### src/rtl/bus_tmo_pkg.sv
package bus_tmo_pkg;
  localparam int STAT_W     = 32;
  localparam int MODE_W     = 2;
  localparam int B_CRD      = 0;
  localparam int B_LOST     = 1;
  localparam int B_RDS      = 2;
  localparam int B_CAP      = 3;
  localparam int B_TBHIT    = 4;
  localparam int B_TBPAR_LO = 8;
  localparam int TBPAR_W    = 4;
  localparam int B_MODE_LO  = 16;
  localparam int B_VREF     = 18;
  localparam int B_REFR     = 19;
  localparam int B_ENA      = 20;

  typedef struct packed {
    logic              cap;
    logic              lost;
    logic              vref;
    logic [MODE_W-1:0] mode;
  } tmo_ctx_t;

  localparam logic [STAT_W-1:0] RST_STATUS = STAT_W'(1) << B_ENA;
endpackage

### src/rtl/btmo_capture.sv
module btmo_capture
  import bus_tmo_pkg::*;
#(
  parameter int MW = MODE_W
) (
  input  logic          clk,
  input  logic          rst,
  input  logic          tmo_i,
  input  logic          virt_i,
  input  logic [MW-1:0] mode_i,
  input  logic          done_i,
  output logic          cap_o,
  output logic          lost_o,
  output logic          vref_o,
  output logic [MW-1:0] mode_o
);
  logic          cap_q, lost_q, vref_q;
  logic [MW-1:0] mode_q;
  logic          armed_busy;

  // completion is applied before the incoming timeout
  assign armed_busy = cap_q & ~done_i;

  always_ff @(posedge clk) begin
    if (rst) begin
      cap_q  <= 1'b0;
      lost_q <= 1'b0;
      vref_q <= 1'b0;
      mode_q <= '0;
    end else if (tmo_i) begin
      if (armed_busy) begin
        lost_q <= 1'b1;
      end else begin
        cap_q <= 1'b1;
        if (virt_i) begin
          vref_q <= 1'b1;
          mode_q <= mode_q | mode_i;
        end
      end
    end else if (done_i) begin
      cap_q <= 1'b0;
    end
  end

  assign cap_o  = cap_q;
  assign lost_o = lost_q;
  assign vref_o = vref_q;
  assign mode_o = mode_q;

  p_first_capture_r2: assert property (@(posedge clk) disable iff (rst)
    (tmo_i && !cap_q) |=> cap_q);
  p_virt_ctx_r3: assert property (@(posedge clk) disable iff (rst)
    (tmo_i && !armed_busy && virt_i) |=> (vref_q && ((mode_q & $past(mode_i)) == $past(mode_i))));
  p_lost_keeps_ctx_r4: assert property (@(posedge clk) disable iff (rst)
    (tmo_i && armed_busy) |=> (lost_q && cap_q && $stable(vref_q) && $stable(mode_q)));
  p_done_clears_r7: assert property (@(posedge clk) disable iff (rst)
    (done_i && !tmo_i) |=> !cap_q);
  p_lost_sticky_r7: assert property (@(posedge clk) disable iff (rst)
    lost_q |=> lost_q);
  p_vref_sticky_r7: assert property (@(posedge clk) disable iff (rst)
    vref_q |=> vref_q);
  p_same_cycle_r8: assert property (@(posedge clk) disable iff (rst)
    (tmo_i && done_i) |=> (cap_q && $stable(lost_q)));
endmodule

### src/rtl/btmo_outcome.sv
module btmo_outcome (
  input  logic clk,
  input  logic rst,
  input  logic tmo_i,
  input  logic wr_i,
  input  logic ack_i,
  output logic mchk_o,
  output logic irq_o
);
  logic mchk_q, irq_q;

  always_ff @(posedge clk) begin
    if (rst) begin
      mchk_q <= 1'b0;
      irq_q  <= 1'b0;
    end else begin
      mchk_q <= tmo_i & ~wr_i;
      if (tmo_i && wr_i)
        irq_q <= 1'b1;
      else if (ack_i)
        irq_q <= 1'b0;
    end
  end

  assign mchk_o = mchk_q;
  assign irq_o  = irq_q;

  p_read_mchk_r5: assert property (@(posedge clk) disable iff (rst)
    (tmo_i && !wr_i) |=> mchk_q);
  p_write_no_mchk_r5: assert property (@(posedge clk) disable iff (rst)
    (tmo_i && wr_i) |=> !mchk_q);
  p_irq_set_r6: assert property (@(posedge clk) disable iff (rst)
    (tmo_i && wr_i) |=> irq_q);
  p_irq_hold_r6: assert property (@(posedge clk) disable iff (rst)
    (irq_q && !ack_i) |=> irq_q);
  p_irq_ack_r6: assert property (@(posedge clk) disable iff (rst)
    (ack_i && !(tmo_i && wr_i)) |=> !irq_q);
endmodule

### src/rtl/btmo_pack.sv
module btmo_pack
  import bus_tmo_pkg::*;
(
  input  tmo_ctx_t          ctx_i,
  output logic [STAT_W-1:0] status_o
);
  always_comb begin
    status_o = '0;
    status_o[B_ENA]  = 1'b1;
    status_o[B_CAP]  = ctx_i.cap;
    status_o[B_LOST] = ctx_i.lost;
    status_o[B_VREF] = ctx_i.vref;
    for (int i = 0; i < MODE_W; i++)
      status_o[B_MODE_LO + i] = ctx_i.mode[i];
  end
endmodule

### src/rtl/bus_tmo_status.sv
module bus_tmo_status
  import bus_tmo_pkg::*;
(
  input  logic              clk,
  input  logic              rst,
  input  logic              tmo_i,
  input  logic              wr_i,
  input  logic              virt_i,
  input  logic [MODE_W-1:0] mode_i,
  input  logic              mchk_done_i,
  input  logic              irq_ack_i,
  output logic [STAT_W-1:0] status_o,
  output logic              mchk_req_o,
  output logic              memerr_irq_o
);
  tmo_ctx_t ctx;

  btmo_capture #(.MW(MODE_W)) u_capture (
    .clk    (clk),
    .rst    (rst),
    .tmo_i  (tmo_i),
    .virt_i (virt_i),
    .mode_i (mode_i),
    .done_i (mchk_done_i),
    .cap_o  (ctx.cap),
    .lost_o (ctx.lost),
    .vref_o (ctx.vref),
    .mode_o (ctx.mode)
  );

  btmo_outcome u_outcome (
    .clk    (clk),
    .rst    (rst),
    .tmo_i  (tmo_i),
    .wr_i   (wr_i),
    .ack_i  (irq_ack_i),
    .mchk_o (mchk_req_o),
    .irq_o  (memerr_irq_o)
  );

  btmo_pack u_pack (
    .ctx_i    (ctx),
    .status_o (status_o)
  );

  p_reset_value_r1: assert property (@(posedge clk)
    rst |=> (status_o == RST_STATUS && !mchk_req_o && !memerr_irq_o));
  p_lost_only_r4: assert property (@(posedge clk) disable iff (rst)
    (tmo_i && status_o[B_CAP] && !mchk_done_i) |=>
      ((status_o | (STAT_W'(1) << B_LOST)) == ($past(status_o) | (STAT_W'(1) << B_LOST))));
endmodule

### config.mk
export PLATFORM = sky130hd
export DESIGN_NAME = bus_tmo_status
export DESIGN_NICKNAME = d
export VERILOG_FILES = /design/src/rtl/bus_tmo_pkg.sv /design/src/rtl/btmo_capture.sv /design/src/rtl/btmo_outcome.sv /design/src/rtl/btmo_pack.sv /design/src/rtl/bus_tmo_status.sv
export SDC_FILE = /design/constraint.sdc
export NUM_CORES = 1
export LEC_CHECK = 0
export BUFFER_PORTS_ARGS = -buffer_cell sky130_fd_sc_hd__buf_2
export CAP_MARGIN = 5
export CELL_PAD_IN_SITES_DETAIL_PLACEMENT = 1
export CELL_PAD_IN_SITES_GLOBAL_PLACEMENT = 2
export CORE_ASPECT_RATIO = 0.9
export CORE_MARGIN = 2
export CORE_UTILIZATION = 15
export DETAILED_ROUTE_END_ITERATION = 8
export PLACE_DENSITY_LB_ADDON = 0.1
export SETUP_SLACK_MARGIN = 0.4
export SYNTH_ARGS = -nofsm -noshare
export SYNTH_HDL_FRONTEND = slang
export SYNTH_SLANG_ARGS = --single-unit
### constraint.sdc
create_clock -name clk -period 0.8 [get_ports clk]
set_input_delay 0.16 -clock clk [delete_from_list [all_inputs] [get_ports clk]]
set_output_delay 0.16 -clock clk [all_outputs]
set_load 0.1 [all_outputs]
==> results.cfg <==
[status]
status = finished, violations left
violations = setup timing

[setup_path]
path_cells = buf_12
arrival_ps = 790
crit_cells = 1
criticalPathCategory = reg2out
cpPeakStageDelay_ps = 360
cp_num_buf_inv = 1
r2r_cells = 4
crit_fanout = 3
worstPathRequired_ps = 640
critical_path.endpoint = status_o[3]
startpoint_type = register
ff2ff_setup_slack_ps = -50
r2r_start = u_capture.cap_o
cp-startpoint = u_capture.cap_o
critPathCaptureType = primary output
slowest_stage = dfxtp_4
reg2reg_to = u_capture.mode_o[1]
critPathTopFamily = flip-flops

[place]
gp_congestion = 0.592
place_hpwl_um = 690
dp.cells = 107
io_buffers = 15

[grt]
antenna_found_initial = 0
grt_pass1_vias = 289
grt_overflow = 0
grt_max_degree = 8
track_usage_pct = 5.27
grt_pass1_wl_mm = 1.28

[sta]
fin_crit_sh_pct = 119
finalHoldViolations = 0
worst_slack_ps = -149
fmax_mhz = 1050
min_period_ps = 949
rsz0062_at_grt = yes
maxSlewViolCount = 0
setup_violations = 11
clock_skew_ps = 9.20

[cts]
clock_sinks = 7
cts_buffers = 3
ctsLongestPathBuffers = 2
root_buffer = clkbuf_4
cts_hold_buffers = 0
path_clk_slew_ps = 60
h-tree-depth = 1
clock_latency_ps = 250
cts_tree = done

[floorplanning]
fp.dieW_um = 62.9
initial_core_util_pct = 15.5
chipHeight_um = 57.0
rows = 19
pin_count = 43
die_area_um2 = 3580
core-area_um2 = 3020

[cells_and_area]
ff_latch_area_um2 = 161
synthToLayoutAreaGrowth_pct = 43.6
multi_input_area_um2 = 223
antennaDiodeCount = 0
nNetsFinal = 82
layout.cells.non_filler = 114
utilization_pct = 22.3
fillCellCount = 371
drive_gt1_share_pct = 47.2

[power_and_ir_drop]
combPwrFrac_pct = 54.7
p_sw_uw = 886
swShare_pct = 56.8
pwr-share-clk_pct = 20.8
max-vdd-ir-drop_mv = 0.485
internal_power_uw = 674
seqPwrFrac_pct = 24.5
powerDensity_nw_per_um2 = 2320
leakagePower_uw = 0.000310
p_total_uw = 1560

[synthesis]
synth_warnings = 0
synth_top_area_cell = buf_4
synth_cell_types = 12
synth_area_leaders = buf_4 (48%), dfxtp_1 (30%), nor2_1 (4.8%)
synthCells = 55
ys_ff_latch = 7
syn_avg_cell_area_um2 = 8.51
ys_seq_area_share_pct = 29.9
netlist_area_um2 = 468
synth_top_cell_area_share_pct = 48.1

[detailed_routing]
dr.pass1.iters = 3
drt_iter0_drc = 2
drc_errors = 0
drt_wl_total_um = 841
wl_per_cell_um = 7.38
vias_per_cell = 2.80
antenna_left = 0
vias = 319

[job]
cap_violations = 0

[worst_hold_path]
min_from = wr_i
hold_path.class = in2reg
## sequential cells by signal (all words and copies together), names as in the netlist
register and cells:
u_outcome.mchk_o 1, u_capture.lost_o 1, u_outcome.irq_o 1, u_capture.vref_o 1, u_capture.mode_o 2, u_capture.cap_o 1
## cell families (layout without fill, tap and decap cells)
logic type	Yosys count	in the layout	synth area share, %
buffers and inverters	30	22	48.1
AO/OA/AOI/OAI	5	5	7.22
other	2	27	1.60
AND/OR/NAND/NOR	11	11	13.1
flip-flops	7	7	29.9
## Yosys cell counts
library cell,n
and2b_1,1
a41oi_1,2
dfxtp_1,7
nand2_1,1
a21oi_1,2
nor3b_1,1
nor2_1,6
buf_4,30
nand2b_4,1
a31oi_1,1
nand2b_1,1
conb_1,2
## power by group through the flow
stage / clock [uW] / combinational [uW] / sequential [uW]
2_1_floorplan: 0 / 782 / 457
3_3_place_gp: 0 / 831 / 392
3_5_place_dp: 0 / 831 / 392
4_1_cts: 354 / 843 / 383
5_1_grt: 380 / 872 / 384
6_report: 325 / 853 / 382
## area by class of cell
class                           count  share of cell area (%)
Clock buffer                        4                    3.91
Sequential cell                     7                    24.0
Multi-Input combinational cell     43                    33.1
Timing Repair Buffer               18                    31.1
Tap cell                           42                    7.82
## layer usage
layer / track usage (%) / vias up / wire length, um
li1: - / 152 / -
met1: 4.51 / 143 / 296
met2: 8.05 / 22 / 430
met3: 2.17 / 2 / 87
met4: 7.62 / 0 / 27
met5: 0 / - / 0
## layout by cell type, fill, tap and decap left out
master / Yosys / routed
clkbuf_1: 0 / 1
a31oi_2: 0 / 1
nand2_1: 1 / 1
clkbuf_4: 0 / 4
buf_12: 0 / 7
a21oi_2: 0 / 1
nor2_1: 6 / 6
buf_2: 0 / 7
buf_4: 30 / 2
buf_6: 0 / 1
a41oi_2: 0 / 2
dfxtp_2: 0 / 2
nor3b_1: 1 / 1
nand2b_1: 1 / 1
a21oi_1: 2 / 1
dfxtp_4: 0 / 5
conb_1: 2 / 27
and2b_2: 0 / 1
nand2b_4: 1 / 1
## stage by stage
| step | area, um2 | TNS [ps] | setup WS (ps) | hold slack (ps) |
|---|---|---|---|---|
| floorplan | 636 | 0 | 24.0 | 219 |
| global placement | 606 | 0 | 8.00 | 337 |
| detailed placement | 606 | -5.82 | -5.82 | 334 |
| CTS | 651 | -1210 | -169 | 73.7 |
| global route | 672 | -1550 | -186 | 68.9 |
| finish | 672 | -1070 | -149 | 85.7 |
## repair_timing
item | in CTS | in global routing
setup endpoints to repair | 13 | 13
pin swaps | 2 | 0
gates resized for setup | 1 | 4
buffers inserted | 2 | 1
## worst min path at each step
stage                       end  slack (ps)  cells after the start
4_1_cts        u_outcome.mchk_o          70                      2
5_1_grt        u_outcome.mchk_o          70                      2
2_1_floorplan   u_outcome.irq_o         220                      1
6_report       u_outcome.mchk_o          90                      2
3_3_place_gp   u_outcome.mchk_o         340                      2
3_5_place_dp   u_outcome.mchk_o         330                      2
No activity file was read; power rests on OpenSTA's default activity.
